### src/rtl/serial_regfile_pkg.sv
package serial_regfile_pkg;
  localparam int unsigned DATA_W = 32;
  localparam int unsigned ADDR_W = 5;

  localparam logic [ADDR_W-1:0] OFS_TXQ  = 5'h00;
  localparam logic [ADDR_W-1:0] OFS_RXQ  = 5'h04;
  localparam logic [ADDR_W-1:0] OFS_CTRL = 5'h08;
  localparam logic [ADDR_W-1:0] OFS_STAT = 5'h0C;
  localparam logic [ADDR_W-1:0] OFS_THR  = 5'h10;
  localparam logic [ADDR_W-1:0] OFS_BAUD = 5'h14;

  // control bit positions
  localparam int unsigned C_TX_EN   = 12;
  localparam int unsigned C_RX_EN   = 13;
  localparam int unsigned C_TX_RST  = 22;
  localparam int unsigned C_RX_RST  = 23;
  localparam int unsigned C_ERR_CLR = 24;
  localparam int unsigned C_RX_IE   = 27;
  localparam int unsigned C_TX_IE   = 28;

  // status bit positions
  localparam int unsigned S_PAR    = 16;
  localparam int unsigned S_FRM    = 17;
  localparam int unsigned S_WERR   = 18;
  localparam int unsigned S_RX_EMP = 20;
  localparam int unsigned S_TX_FUL = 21;
  localparam int unsigned S_TX_EMP = 22;
  localparam int unsigned S_TX_BSY = 25;

  localparam int unsigned NUM_ERR = 3;
  typedef enum logic [1:0] {ERR_PAR = 2'd0, ERR_FRM = 2'd1, ERR_WERR = 2'd2} err_idx_e;
endpackage

### src/rtl/serial_fifo.sv
module serial_fifo #(
  parameter int unsigned W     = 8,
  parameter int unsigned DEPTH = 64,
  localparam int unsigned AW   = (DEPTH > 1) ? $clog2(DEPTH) : 1,
  localparam int unsigned CW   = $clog2(DEPTH + 1)
) (
  input  logic          clk_i,
  input  logic          rst_ni,
  input  logic          flush_i,
  input  logic          push_i,
  input  logic [W-1:0]  pdata_i,
  input  logic          pop_i,
  output logic [W-1:0]  head_o,
  output logic [CW-1:0] count_o,
  output logic          full_o,
  output logic          empty_o
);
  logic [W-1:0]  mem [DEPTH];
  logic [AW-1:0] wr_ptr, rd_ptr;
  logic [CW-1:0] cnt;
  logic          push_ok, pop_ok;

  function automatic logic [AW-1:0] step(input logic [AW-1:0] p);
    return (p == AW'(DEPTH - 1)) ? '0 : p + AW'(1);
  endfunction

  assign full_o  = (cnt == CW'(DEPTH));
  assign empty_o = (cnt == '0);
  assign count_o = cnt;
  assign head_o  = mem[rd_ptr];
  assign push_ok = push_i && !full_o;
  assign pop_ok  = pop_i && !empty_o;

  always_ff @(posedge clk_i or negedge rst_ni) begin
    if (!rst_ni) begin
      wr_ptr <= '0;
      rd_ptr <= '0;
      cnt    <= '0;
    end else if (flush_i) begin
      wr_ptr <= '0;
      rd_ptr <= '0;
      cnt    <= '0;
    end else begin
      if (push_ok) wr_ptr <= step(wr_ptr);
      if (pop_ok)  rd_ptr <= step(rd_ptr);
      cnt <= cnt + CW'(push_ok) - CW'(pop_ok);
    end
  end

  always_ff @(posedge clk_i) begin
    if (push_ok && !flush_i) mem[wr_ptr] <= pdata_i;
  end

  a_r4_no_overflow: assert property (@(posedge clk_i) disable iff (!rst_ni)
    count_o <= CW'(DEPTH));
  a_r3_push_grows: assert property (@(posedge clk_i) disable iff (!rst_ni)
    (push_i && !pop_i && !full_o && !flush_i) |=> count_o == $past(count_o) + CW'(1));
  a_r12_push_pop_hold: assert property (@(posedge clk_i) disable iff (!rst_ni)
    (push_i && pop_i && !full_o && !empty_o && !flush_i) |=> $stable(count_o));
  a_r7_flush_empties: assert property (@(posedge clk_i) disable iff (!rst_ni)
    flush_i |=> empty_o);
endmodule

### src/rtl/serial_err_track.sv
module serial_err_track #(
  parameter int unsigned N = 3
) (
  input  logic         clk_i,
  input  logic         rst_ni,
  input  logic         clr_i,
  input  logic [N-1:0] set_i,
  output logic [N-1:0] flag_o
);
  for (genvar g = 0; g < N; g++) begin : g_flag
    always_ff @(posedge clk_i or negedge rst_ni) begin
      if (!rst_ni)       flag_o[g] <= 1'b0;
      else if (clr_i)    flag_o[g] <= 1'b0;   // level-held clear wins
      else if (set_i[g]) flag_o[g] <= 1'b1;
    end

    a_r8_sticky: assert property (@(posedge clk_i) disable iff (!rst_ni)
      (flag_o[g] && !clr_i) |=> flag_o[g]);
    a_r8_clear_held: assert property (@(posedge clk_i) disable iff (!rst_ni)
      clr_i |=> !flag_o[g]);
    a_r8_set: assert property (@(posedge clk_i) disable iff (!rst_ni)
      (set_i[g] && !clr_i) |=> flag_o[g]);
  end
endmodule

### src/rtl/serial_irq_gen.sv
module serial_irq_gen #(
  parameter int unsigned CW = 7,
  parameter int unsigned TW = 8
) (
  input  logic [CW-1:0] rx_cnt_i,
  input  logic [CW-1:0] tx_cnt_i,
  input  logic [TW-1:0] rx_thr_i,
  input  logic [TW-1:0] tx_thr_i,
  input  logic          rx_ie_i,
  input  logic          tx_ie_i,
  output logic          irq_o
);
  logic rx_hit, tx_hit;
  assign rx_hit = rx_ie_i && (32'(rx_cnt_i) >= 32'(rx_thr_i));
  assign tx_hit = tx_ie_i && (32'(tx_cnt_i) <  32'(tx_thr_i));
  assign irq_o  = rx_hit || tx_hit;
endmodule

### src/rtl/serial_regfile.sv
module serial_regfile
  import serial_regfile_pkg::*;
#(
  parameter int unsigned DEPTH  = 64,
  parameter int unsigned BAUD_W = 24,
  parameter int unsigned THR_W  = 8,
  localparam int unsigned CW    = $clog2(DEPTH + 1)
) (
  input  logic              clk_i,
  input  logic              rst_ni,
  input  logic              bus_req_i,
  input  logic              bus_we_i,
  input  logic [4:0]        bus_addr_i,
  input  logic [31:0]       bus_wdata_i,
  output logic [31:0]       bus_rdata_o,
  output logic [7:0]        tx_data_o,
  output logic              tx_valid_o,
  input  logic              tx_ready_i,
  input  logic              tx_busy_i,
  input  logic [7:0]        rx_data_i,
  input  logic              rx_valid_i,
  output logic              rx_ready_o,
  input  logic              rx_par_err_i,
  input  logic              rx_frm_err_i,
  output logic [31:0]       ctrl_o,
  output logic [BAUD_W-1:0] baud_o,
  output logic              irq_o
);
  localparam int unsigned THR_BITS = 2 * THR_W;

  logic [DATA_W-1:0]   ctrl_q;
  logic [THR_BITS-1:0] thr_q;
  logic [BAUD_W-1:0]   baud_q;

  logic bus_wr, bus_rd;
  logic tx_push, tx_pop, tx_full, tx_empty, tx_rst, tx_wr_err;
  logic rx_push, rx_pop, rx_full, rx_empty, rx_rst;
  logic [7:0]    rx_head;
  logic [CW-1:0] tx_cnt, rx_cnt;
  logic [NUM_ERR-1:0] err_set, err_flag;
  logic [DATA_W-1:0]  status, rd_mux;

  assign bus_wr = bus_req_i && bus_we_i;
  assign bus_rd = bus_req_i && !bus_we_i;
  assign tx_rst = ctrl_q[C_TX_RST];
  assign rx_rst = ctrl_q[C_RX_RST];

  always_ff @(posedge clk_i or negedge rst_ni) begin
    if (!rst_ni) begin
      ctrl_q <= '0;
      thr_q  <= '0;
      baud_q <= '0;
    end else if (bus_wr) begin
      unique case (bus_addr_i)
        OFS_CTRL: ctrl_q <= bus_wdata_i;
        OFS_THR:  thr_q  <= bus_wdata_i[THR_BITS-1:0];
        OFS_BAUD: baud_q <= bus_wdata_i[BAUD_W-1:0];
        default: ;
      endcase
    end
  end

  // transmit side
  assign tx_push    = bus_wr && (bus_addr_i == OFS_TXQ);
  assign tx_wr_err  = tx_push && tx_full && !tx_rst;
  assign tx_valid_o = ctrl_q[C_TX_EN] && !tx_empty && !tx_rst;
  assign tx_pop     = tx_valid_o && tx_ready_i;

  serial_fifo #(.W(8), .DEPTH(DEPTH)) u_txq (
    .clk_i, .rst_ni,
    .flush_i (tx_rst),
    .push_i  (tx_push),
    .pdata_i (bus_wdata_i[7:0]),
    .pop_i   (tx_pop),
    .head_o  (tx_data_o),
    .count_o (tx_cnt),
    .full_o  (tx_full),
    .empty_o (tx_empty)
  );

  // receive side
  assign rx_ready_o = ctrl_q[C_RX_EN] && !rx_full && !rx_rst;
  assign rx_push    = rx_valid_i && rx_ready_o;
  assign rx_pop     = bus_rd && (bus_addr_i == OFS_RXQ);

  serial_fifo #(.W(8), .DEPTH(DEPTH)) u_rxq (
    .clk_i, .rst_ni,
    .flush_i (rx_rst),
    .push_i  (rx_push),
    .pdata_i (rx_data_i),
    .pop_i   (rx_pop),
    .head_o  (rx_head),
    .count_o (rx_cnt),
    .full_o  (rx_full),
    .empty_o (rx_empty)
  );

  // error flags
  always_comb begin
    err_set           = '0;
    err_set[ERR_PAR]  = rx_par_err_i;
    err_set[ERR_FRM]  = rx_frm_err_i;
    err_set[ERR_WERR] = tx_wr_err;
  end

  serial_err_track #(.N(NUM_ERR)) u_err (
    .clk_i, .rst_ni,
    .clr_i  (ctrl_q[C_ERR_CLR]),
    .set_i  (err_set),
    .flag_o (err_flag)
  );

  serial_irq_gen #(.CW(CW), .TW(THR_W)) u_irq (
    .rx_cnt_i (rx_cnt),
    .tx_cnt_i (tx_cnt),
    .rx_thr_i (thr_q[THR_W-1:0]),
    .tx_thr_i (thr_q[THR_BITS-1:THR_W]),
    .rx_ie_i  (ctrl_q[C_RX_IE]),
    .tx_ie_i  (ctrl_q[C_TX_IE]),
    .irq_o    (irq_o)
  );

  always_comb begin
    status           = '0;
    status[S_PAR]    = err_flag[ERR_PAR];
    status[S_FRM]    = err_flag[ERR_FRM];
    status[S_WERR]   = err_flag[ERR_WERR];
    status[S_RX_EMP] = rx_empty;
    status[S_TX_FUL] = tx_full;
    status[S_TX_EMP] = tx_empty;
    status[S_TX_BSY] = tx_busy_i;
  end

  always_comb begin
    rd_mux = '0;
    unique case (bus_addr_i)
      OFS_RXQ:  rd_mux = rx_empty ? '0 : DATA_W'(rx_head);
      OFS_CTRL: rd_mux = ctrl_q;
      OFS_STAT: rd_mux = status;
      OFS_THR:  rd_mux = DATA_W'(thr_q);
      OFS_BAUD: rd_mux = DATA_W'(baud_q);
      default:  rd_mux = '0;
    endcase
  end

  always_ff @(posedge clk_i or negedge rst_ni) begin
    if (!rst_ni)     bus_rdata_o <= '0;
    else if (bus_rd) bus_rdata_o <= rd_mux;
  end

  assign ctrl_o = ctrl_q;
  assign baud_o = baud_q;

  a_r4_full_write_flags: assert property (@(posedge clk_i) disable iff (!rst_ni)
    (tx_push && tx_full && !tx_rst && !ctrl_q[C_ERR_CLR]) |=> err_flag[ERR_WERR]);
  a_r6_empty_read_zero: assert property (@(posedge clk_i) disable iff (!rst_ni)
    (rx_pop && rx_empty) |=> bus_rdata_o == '0);
  a_r5_rx_gated: assert property (@(posedge clk_i) disable iff (!rst_ni)
    !ctrl_q[C_RX_EN] |-> !rx_ready_o);
  a_r7_rx_reset_blocks: assert property (@(posedge clk_i) disable iff (!rst_ni)
    rx_rst |-> !rx_ready_o);
  a_r3_tx_hold: assert property (@(posedge clk_i) disable iff (!rst_ni)
    (tx_valid_o && !tx_ready_i && !bus_wr) |=> tx_valid_o && $stable(tx_data_o));
endmodule

### config.mk
export PLATFORM = sky130hd
export DESIGN_NAME = serial_regfile
export DESIGN_NICKNAME = d
export VERILOG_FILES = /design/src/rtl/serial_regfile_pkg.sv /design/src/rtl/serial_fifo.sv /design/src/rtl/serial_err_track.sv /design/src/rtl/serial_irq_gen.sv /design/src/rtl/serial_regfile.sv
export SDC_FILE = /design/constraint.sdc
export NUM_CORES = 1
export LEC_CHECK = 0
export ABC_CLOCK_PERIOD_IN_PS = 3570
export BUFFER_PORTS_ARGS = -buffer_cell sky130_fd_sc_hd__buf_4
export CAP_MARGIN = 20
export CELL_PAD_IN_SITES_DETAIL_PLACEMENT = 0
export CELL_PAD_IN_SITES_GLOBAL_PLACEMENT = 1
export CORE_MARGIN = 8
export CORE_UTILIZATION = 35
export DETAILED_ROUTE_END_ITERATION = 12
export PLACE_DENSITY_LB_ADDON = 0.1
export SLEW_MARGIN = 40
export SYNTH_ARGS = -nofsm -noshare
export SYNTH_HDL_FRONTEND = slang
export SYNTH_SLANG_ARGS = --single-unit
### constraint.sdc
create_clock -name clk_i -period 3.57 [get_ports clk_i]
set_input_delay 0.357 -clock clk_i [delete_from_list [all_inputs] [get_ports clk_i]]
set_output_delay 0.357 -clock clk_i [all_outputs]
set_load 0.02 [all_outputs]
Word-level counts from Yosys, hierarchy flattened
Memory sizes are Yosys's and may differ from the RTL's.
Index checks and enable logic that the tools add are counted.

word-level totals
  flip-flop bits (word level) = 145
  bits in writable memories = 1024
  input bits = 54
  output and inout bits = 99
  logic and storage cells = 103
  memories kept = 2

memories
  memory     depth  bits a word  read ports  clocked after memory_dff  wr ports  line               RTL
  u_rxq.mem  64     8            1           0                         1         serial_fifo.sv:18  logic [W-1:0] mem [DEPTH];
  u_txq.mem  64     8            1           0                         1         serial_fifo.sv:18

operators by class
  add/subtract/negate cells = 8
  $lt $le $gt $ge = 2
  equality and inequality tests = 11
  multiplexer cells = 26
  reductions and logical operators = 41

operators with widths
  cell                                                             number
  32-bit case mux with 5 select lines                              1
  6-bit 2-to-1 mux                                                 12
  6-bit by 1-bit adder with 6-bit output, second input constant    4
  6-bit == test, second input constant                             4
  1-bit logical AND                                                20
  7-bit by 1-bit adder with 7-bit output                           2
  7-bit == test, second input constant                             2
  7-bit zero test                                                  2
  7-bit 2-to-1 mux                                                 2
  2-bit nonzero test                                               7
  7-bit by 1-bit subtractor with 7-bit output                      2
  5-bit by 4-bit == test with 1-bit output, second input constant  2
  5-bit == test, second input constant                             2
  1-bit 2-to-1 mux                                                 10
  7-bit by 8-bit greater-or-equal comparator with 1-bit output     1
  7-bit by 8-bit < comparator with 1-bit output                    1
  8-bit 2-to-1 mux                                                 1
  1-bit zero test                                                  7
  2-bit AND reduction                                              3
  5-bit by 3-bit == test with 1-bit output, second input constant  1
  5-bit zero test                                                  1
  1-bit logical OR                                                 1

Logic depth before layout (Yosys ltp)
Gate-level depths: netlist of the first run.

  depth after elaboration = 9
  depth in mapped cells = 19
  mapped depth without buffers = 19

Cells and area by module
A second synthesis of the first run with hierarchy kept.

second synthesis, totals
  cells, all modules = 2604
  area, all modules = 47396.7 µm²

by module, submodules not included
  module                times used  cells an instance  area each (µm²)
  serial_fifo at u_rxq  1           1099               21209.1
  serial_fifo at u_txq  1           1101               21207.8
  serial_regfile        1           352                4540.6
  serial_irq_gen        1           46                 334.1
  serial_err_track      1           6                  105.1

Least setup slack after synthesis of the first run
Ideal clock, no wire load.

  kind = register -> register
  start point = reg u_txq.cnt[2] (netlist: u_txq.count_o[2])
  end point = reg u_txq.cnt[6] (netlist: u_txq.count_o[6])
  library setup time = 0.136 ns
  data arrival time = 3.195 ns
  required time = 3.434 ns
  path slack = 0.239 ns
  cell stages (with the launch flop) = 20
  path buffers = 0
  clock period less this slack = 3.331 ns
  path through = dfrtp_1 inv_1 ha_1 nand2_1 nor4_1 nor3b_1 nand2_1 inv_2 ha_1 inv_1 ha_1 inv_1 fa_1 inv_1 a21oi_1 nor2_1 o21ai_0 a21oi_1 or3_1 a21oi_1

between the ends
  word-level cells in the longest chain between the ends = 8

ends and longest elaborated chain
  what                                         line                  RTL
  start: declaration                           serial_fifo.sv:20     logic [CW-1:0] cnt;
  start signal: assignment                     serial_fifo.sv:46     cnt <= cnt + CW'(push_ok) - CW'(pop_ok);
  7-bit zero test                              serial_fifo.sv:28     assign empty_o = (cnt == '0);
  1-bit zero test                              serial_regfile.sv:66  assign tx_valid_o = ctrl_q[C_TX_EN] && !tx_empty && !tx_rst;
  1-bit logical AND (2 in series)              serial_regfile.sv:66
  named net tx_valid_o                         serial_regfile.sv:17  output logic tx_valid_o,
  1-bit logical AND                            serial_regfile.sv:67  assign tx_pop = tx_valid_o && tx_ready_i;
  1-bit logical AND                            serial_fifo.sv:32     assign pop_ok = pop_i && !empty_o;
  7-bit by 1-bit subtractor with 7-bit output  serial_fifo.sv:46
  7-bit 2-to-1 mux                             serial_fifo.sv:39     end else if (flush_i) begin

The timed path passes the listed nets, and every way through them passes these cells.
A chain may end at the register's enable or synchronous reset.

Worst setup path in the final report of the first run
  start point = reg u_txq.rd_ptr[0]
  end point = out tx_data_o[2]

between the ends
  word-level cells in the longest chain between the ends = 1

ends and longest elaborated chain
  what                      line                  RTL
  start: declaration        serial_fifo.sv:19     logic [AW-1:0] wr_ptr, rd_ptr;
  start signal: assignment  serial_fifo.sv:45     if (pop_ok) rd_ptr <= step(rd_ptr);
  memory read 64 x 8 bit    n/a
  end: declaration          serial_regfile.sv:16  output logic [7:0] tx_data_o,

No other way between the ends.

==> results of run 1 <==
==> critical path, delay by kind of cell (launching register included) <==
family,cells,cell delay [ns]
flip-flops,1,0.48
AO/OA/AOI/OAI,1,0.10
buffers and inverters,3,0.53
multiplexers,3,1.31
==> cell usage after synthesis, drive strengths merged (7+ instances only) <==
| cell | n |
|---|---|
| nor3 | 11 |
| xor2 | 10 |
| a221oi | 15 |
| ha | 35 |
| o32a | 7 |
| o221ai | 14 |
| inv | 38 |
| clkbuf | 62 |
| dfrtp | 145 |
| nand2 | 82 |
| nor2 | 186 |
| o22ai | 42 |
| nor2b | 25 |
| a22oi | 31 |
| nand3 | 22 |
| edfxtp | 1024 |
| a222oi | 16 |
| a211o | 7 |
| nand2b | 10 |
| buf | 83 |
| nand3b | 14 |
| mux2i | 98 |
| a21oi | 55 |
| mux4 | 230 |
| o21ai | 49 |
| mux2 | 105 |
==> cells in the final DEF (no fill, tap or decap), types with 23 or more instances in the layout <==
cell type	n
sky130_fd_sc_hd__buf_4	340
sky130_fd_sc_hd__nor2b_1	23
sky130_fd_sc_hd__nand2_1	82
sky130_fd_sc_hd__mux2_2	46
sky130_fd_sc_hd__o21ai_0	41
sky130_fd_sc_hd__mux4_2	230
sky130_fd_sc_hd__clkbuf_1	30
sky130_fd_sc_hd__dfrtp_1	138
sky130_fd_sc_hd__a22oi_1	31
sky130_fd_sc_hd__o22ai_1	31
sky130_fd_sc_hd__a21oi_1	40
sky130_fd_sc_hd__inv_1	36
sky130_fd_sc_hd__clkbuf_16	136
sky130_fd_sc_hd__dlygate4sd3_1	29
sky130_fd_sc_hd__mux2i_1	96
sky130_fd_sc_hd__nor2_1	173
sky130_fd_sc_hd__edfxtp_1	1024
sky130_fd_sc_hd__ha_1	35
sky130_fd_sc_hd__mux2_1	59
==> registers in the layout (all words and copies together), names as in the netlist <==
name / count
u_txq.count_o: 7
u_rxq.mem: 512
u_rxq.wr_ptr: 6
baud_o: 24
ctrl_o: 32
thr_q: 16
u_txq.rd_ptr: 6
bus_rdata_o: 32
u_txq.wr_ptr: 6
u_err.flag_o: 3
u_rxq.rd_ptr: 6
u_rxq.count_o: 7
u_txq.mem: 512
==> worst paths after layout <==
path | end | cells past startpoint | start
setup / recovery | tx_data_o[2] | 7 | u_txq.rd_ptr[0]
hold / removal | u_txq.rd_ptr[1] | 5 | tx_ready_i
setup reg to reg | u_rxq.count_o[6] | 18 | u_rxq.count_o[4]
hold reg to reg | bus_rdata_o[16] | 2 | bus_rdata_o[16]
max in group asynchronous | ctrl_o[24] | 3 | rst_ni
min in group asynchronous | ctrl_o[29] | 2 | rst_ni
==> per-stage QoR <==
step / setup TNS, ns / worst slack, ns
3_3_place_gp: 0 / 0.1821
6_report: 0 / 0.03162
3_5_place_dp: 0 / 0.2040
5_1_grt: -0.4230 / -0.09426
4_1_cts: -0.3028 / -0.05671
2_1_floorplan: 0 / 0.2385
==> what timing repair did <==
item / CTS / global route
buffers inserted: 14 / 2
pin swaps: 17 / 11
setup endpoints to repair: 8 / 10
gates cloned: 12 / 0
gates resized for setup: 81 / 6
hold endpoints to repair: 123 / 24
hold buffers: 28 / 1
==> layout make-up <==
cell class / count / area [µm²]
well taps: 1768 / 2212
flip-flops and latches: 1169 / 34400
inverters: 38 / 142.6
repair buffers: 414 / 3776
multi-input cells: 1137 / 11890
fillers: 11820 / 76500
clock inverters: 74 / 663.1
clock buffers: 168 / 3543
==> routing by layer <==
layer	up-vias	share of wire	global-route usage
li1	10840	-	-
met2	555	0.49	0.2855
met4	2	0.019	0.04137
met3	151	0.050	0.03672
met1	13120	0.44	0.2321
met5	-	0.00010	0
==> where the power goes <==
| part | total [mW] | leakage, nW | switching (mW) | internal, mW |
|---|---|---|---|---|
| registers | 15.4 | 11.1 | 0.313 | 15.1 |
| logic | 5.74 | 5.75 | 2.90 | 2.84 |
| clock network | 13.1 | 2.04 | 5.57 | 7.54 |
| total | 34.3 | 18.9 | 8.78 | 25.5 |
==> kinds of logic after synthesis <==
logic type	after synthesis	share of synthesized area
adder cells (fa/ha/maj)	37	0.01021
multiplexers	433	0.1568
buffers and inverters	183	0.01940
flip-flops	1169	0.7342
XOR/XNOR	15	0.002806
AND/OR/NAND/NOR	392	0.03904
AO/OA/AOI/OAI	260	0.03747
==> metrics.txt, run 1 <==
final setup skew=0.03008 ns; detail-routed via count per cell=5.173; shortest clock period the worst path allows after layout=3.538 ns; Achievable Freq=282.6 MHz; Initial Util=0.3517; Core Rows=134; CTS Root Buffer Type=sky130_fd_sc_hd__clkbuf_16; # DRC=0; crit-path max FO=7; register-to-register path setup slack=0.26 ns; number of distinct standard cells referenced by the synthesized netlist=63; vias in the first global route=26040; Core ar.=133100 µm²; pwr dens=605.5 nW/µm²; clock slew at reported path FFs=0.06 ns; initial antenna violation count=3; placed cell count=4470; residual antenna-violating net count after detailed routing=0; share of layout cells above drive strength 1=0.3087; CTS Sinks=1169; routed len/inst=26.49 µm; worst-skew pair later-pin latency=0.75 ns; dominant cells by area after synthesis=sky130_fd_sc_hd__edfxtp_1 66%, sky130_fd_sc_hd__mux4_2 11%, sky130_fd_sc_hd__dfrtp_1 7.7%, sky130_fd_sc_hd__mux2i_1 2.1%, sky130_fd_sc_hd__nor2_1 1.5%; share of synthesized area occupied by flip-flops and latches=0.7342; routability-driven placement congestion ratio=0.7524; layout overhead on the synthesized area=20.94%; power consumption=34.29 mW; final count of pins violating max slew=0; largest net degree at the start of global routing=75; CP Data Required Time=3.21 ns; die height=381.8 µm; worst max-slew margin expressed relative to the limit=0.4439; final std cell area, no fill=56630 µm²; most frequent cell on the critical path=sky130_fd_sc_hd__mux4_2; Mapped Area=46820 µm²; area share of the largest cell type after synthesis=0.6567; Placed Instance Area=51170 µm²; Global Route Usage Sum=0.1721; Max-Cap Viols=0; Buffers on Ports=152; overall via count from detail_route=24670; mean instance size in the synthesized netlist=18.81 µm²; sort of element at the end of the critical path=output port; number of standard cells in the final layout excluding fillers=4768; Final Routed Wirelength=126300 µm; worst supply voltage drop on vdd=434.8 µV; utilization after layout=0.4254; crit path kind=reg2out; type of the worst min-delay path=in2reg; TritonCTS Buffers=135; run status=finished, final reports clean; Final Net Count=2986; post-detailed-placement half-perimeter wirelength=79320 µm; actual transition at the worst max-transition pin=0.8322 ns; setup violators final=0; Synth area leader=sky130_fd_sc_hd__edfxtp_1; fin crit share=0.9911; leakage power total=18.91 nW; die width=381.8 µm; CTS tree=done; fraction of synthesis flops using an asynchronous set or reset pin=0.1240; commonest register cell after synthesis=sky130_fd_sc_hd__edfxtp_1; setup repair after global routing missed its margin=yes; Worst Hold Margin=0.06934 ns; top-level port count=153; Post-Synthesis Net Count=2580; Detailed Route Iter0 Violations=1758; full die area=145700 µm²; residual overflow from global routing=0; Worst path max stage delay=0.55 ns; cell-by-cell listing of the critical path=buf_12, buf_16, mux4_2, mux4_2, mux2i_4, a21oi_2, buf_6; number of hold-slack violations in the final timing report=0; first-pass GRT wire length=185800 µm; CP arrival=3.18 ns; maximum level of the CTS H-tree=4; # diodes=0; category of the worst setup path launch point=flip-flop; number of synthesized register bits=1169; crit path max-delay cell type=sky130_fd_sc_hd__mux4_2; number of warning messages in the yosys log=0; cell count after synthesis=2489; EDFF count, synth=1024; number of iterations in the first detailed-routing pass=8; clock buffer depth=3
No activity file was read; power rests on OpenSTA's default activity.
==> run 2: changes to the inputs <==
--- a/config.mk
+++ b/config.mk
@@ -6,4 +6,5 @@
 export NUM_CORES = 1
 export LEC_CHECK = 0
+export ABC_AREA = 1
 export ABC_CLOCK_PERIOD_IN_PS = 3570
 export BUFFER_PORTS_ARGS = -buffer_cell sky130_fd_sc_hd__buf_4
@@ -15,5 +16,5 @@
 export DETAILED_ROUTE_END_ITERATION = 12
 export PLACE_DENSITY_LB_ADDON = 0.1
-export SLEW_MARGIN = 40
+export SLEW_MARGIN = 10
 export SYNTH_ARGS = -nofsm -noshare
 export SYNTH_HDL_FRONTEND = slang
==> constraint.sdc (replaced) <==
create_clock -name clk_i -period 3.57 [get_ports clk_i]
set_input_delay 0.357 -clock clk_i [delete_from_list [all_inputs] [get_ports clk_i]]
set_output_delay 0.357 -clock clk_i [all_outputs]
set_load 0.1 [all_outputs]
==> metrics.txt, run 2 <==
Placed Instance Area=53120 µm²; type of the worst min-delay path=in2reg; CP arrival=3.09 ns; worst-skew pair later-pin latency=0.76 ns; top-level port count=153; maximum level of the CTS H-tree=4; Buffers on Ports=152; Final Routed Wirelength=145100 µm; startpoint of the worst register-to-register path=u_rxq.count_o[2]; total of fill cells in the finished design=13390; pwr dens=670.3 nW/µm²; R2R Path End=u_rxq.mem[39][0]; routed len/inst=21.87 µm; clock buffer depth=3; cell-by-cell listing of the critical path=buf_4, clkinv_16, buf_4, nand2_1, nand2_1, a21oi_1, o21ai_0, a21oi_1, o21ai_1, nand2_1, nand2_1, buf_12; register-to-register path setup slack=0.29 ns; number of synthesized register bits=1169; setup repair after global routing missed its margin=yes; routability-driven placement congestion ratio=0.7996; die width=390.2 µm; Detailed Route Iter0 Violations=2199; number of iterations in the first detailed-routing pass=5; Mapped Area=49010 µm²; fin crit share=0.9644; sort of element at the end of the critical path=output port; share of synthesized area occupied by flip-flops and latches=0.7014; Core ar.=139200 µm²; area of combinational cells with multiple inputs=12580 µm²; cell count after synthesis=4358; commonest register cell after synthesis=sky130_fd_sc_hd__edfxtp_1; final std cell area, no fill=58330 µm²; fraction of synthesis flops using an asynchronous set or reset pin=0.1240; most common cell after layout, fill and taps aside=sky130_fd_sc_hd__nand2_1; Final Net Count=4740; commonest cells after routing, fill and taps aside=1262 x sky130_fd_sc_hd__nand2_1, 1024 x sky130_fd_sc_hd__edfxtp_1, 342 x sky130_fd_sc_hd__nand3_1, 314 x sky130_fd_sc_hd__nor2_1, 312 x sky130_fd_sc_hd__buf_4; number of hold-slack violations in the final timing report=0; dominant cells by area after synthesis=sky130_fd_sc_hd__edfxtp_1 63%, sky130_fd_sc_hd__nand2_1 9.7%, sky130_fd_sc_hd__dfrtp_1 7.4%, sky130_fd_sc_hd__nand3_1 3.5%, sky130_fd_sc_hd__o21ai_0 2.5%; final count of pins violating max slew=0; detail-routed via count per cell=4.898; CTS tree=done; Hold Path End=u_txq.rd_ptr[4]; post-detailed-placement half-perimeter wirelength=88650 µm; actual transition at the worst max-transition pin=0.9631 ns; crit-path max FO=18; residual antenna-violating net count after detailed routing=0; most frequent cell after synthesis=sky130_fd_sc_hd__nand2_1; Largest regs=u_rxq.mem (512), u_txq.mem (512); Worst path max stage delay=0.43 ns; final setup skew=0.02445 ns; leakage power total=22.55 nW; number of cells on the worst hold path=4; TritonCTS Buffers=136; Global Route Usage Sum=0.1863; die height=390.2 µm; Worst R2R Path Depth=10; # DRC=0; largest net degree at the start of global routing=98; share of layout cells above drive strength 1=0.1249; shortest clock period the worst path allows after layout=3.443 ns; area share of the largest cell type after synthesis=0.6274; cell types with the highest counts after synthesis=1267 x sky130_fd_sc_hd__nand2_1, 1024 x sky130_fd_sc_hd__edfxtp_1, 344 x sky130_fd_sc_hd__nand3_1; min-delay src=tx_ready_i; Synth area leader=sky130_fd_sc_hd__edfxtp_1; CTS Root Buffer Type=sky130_fd_sc_hd__clkbuf_16; mean instance size in the synthesized netlist=11.25 µm²; vias in the first global route=31940; run status=finished, final reports clean; most frequent cell on the critical path=sky130_fd_sc_hd__nand2_1; number of warning messages in the yosys log=0; layout overhead on the synthesized area=19.02%; worst max-slew margin expressed relative to the limit=0.3579; setup total negative slack=0 ns; crit path kind=reg2out; Core Rows=137; Post-Synthesis Net Count=4449; EDFF count, synth=1024; first-pass GRT wire length=214900 µm; Achievable Freq=290.5 MHz; beginning of the critical path=u_txq.rd_ptr[0]; area used by sequential logic in the layout=34390 µm²; crit path max-delay cell type=sky130_fd_sc_hd__dfrtp_4; clock slew at reported path FFs=0.06 ns; CP Data Required Time=3.21 ns; number of distinct standard cells referenced by the synthesized netlist=48; residual overflow from global routing=0; full die area=152300 µm²; Worst Hold Margin=0.07646 ns; initial antenna violation count=1; category of the worst setup path launch point=flip-flop; Max-Cap Viols=0; overall via count from detail_route=32500; setup violators final=0; Initial Util=0.3521; CTS Sinks=1169; worst supply voltage drop on vdd=399.1 µV
[run 2: cell count changes after synthesis, moves of 49 or more]
cell	change
sky130_fd_sc_hd__nand2_1	+1185
sky130_fd_sc_hd__nand3_1	+322
sky130_fd_sc_hd__inv_1	+241
sky130_fd_sc_hd__mux4_2	-230
sky130_fd_sc_hd__o21ai_0	+201
sky130_fd_sc_hd__nor2_1	+132
sky130_fd_sc_hd__a21oi_1	+97
sky130_fd_sc_hd__mux2_1	-51
sky130_fd_sc_hd__o211ai_1	+50
sky130_fd_sc_hd__buf_2	+49
[run 2: cells by family (layout without fill, tap and decap cells)]
group,after synthesis,count (layout),synth area share
AOI/OAI and AO/OA,583,583,0.06537
muxes,72,72,0.01491
other,0,2,0
adders and majority gates,37,37,0.009751
buffers and inverters,521,919,0.04406
DFF,1169,1169,0.7014
xor gates and xnor gates,5,5,0.0008936
and+or+nand+nor,1971,1971,0.1636
[run 2: critical path: cells and delay by family, from the launching register on]
kind	cells	cell delay, ns
buf+inv	4	0.74
simple gates	4	0.36
flops	1	0.43
compound gates	4	0.78
[run 2: what timing repair did]
item                                    4_1_cts  5_1_grt
buffers inserted                              2        8
gates resized for setup                      30       26
pin swaps                                     2        9
hold buffers                                 28        0
endpoints found under the setup margin        8        9
gates cloned                                  5        2
hold endpoints to repair                    139        0
[run 2: per-stage QoR]
step | utilization | setup slack (ns) | cells | total power, mW
floorplan | - | 0.02514 | 4358 | 21.75
CTS | 0.4175 | -0.02616 | 6622 | 39.39
detailed placement | 0.3816 | 0.1774 | 6342 | 24.94
global route | 0.4191 | -0.01598 | 6632 | 41.02
finish | 0.4191 | 0.1272 | 6634 | 39.10
global placement | 0.3816 | 0.1428 | 6342 | 24.96
[run 2: cell type report]
class,instances,area share
Sequential cell,1169,0.5896
Multi-Input combinational cell,2668,0.2156
Clock buffer,173,0.06214
Timing Repair Buffer,380,0.05913
Tap cell,1876,0.04024
Inverter,293,0.01956
Clock inverter,72,0.01349
Timing Repair inverter,1,0.0001930
Antenna cell,2,0.00008579
[run 2: report_power, final]
group          switching, mW  internal (mW)
logic                   6.80           2.99
clock network           5.71           8.17
registers              0.292           15.1
[run 2: metal layers]
metal,global-route usage,vias to the layer above,share of wire
met2,0.2807,685,0.44
li1,-,15650,-
met4,0.04654,4,0.019
met1,0.2716,15990,0.49
met3,0.04298,175,0.056
met5,0,-,0.00019
[run 2: how the worst max path moves through the flow]
stage	endpoint	slack, ns	cells past startpoint
finish	tx_data_o[0]	0.13	12
global route	u_rxq.mem[39][5]	-0.02	10
CTS	tx_data_o[5]	-0.03	11
detailed placement	u_rxq.count_o[6]	0.18	19
global placement	u_rxq.count_o[6]	0.14	19
floorplan	u_rxq.count_o[6]	0.03	15
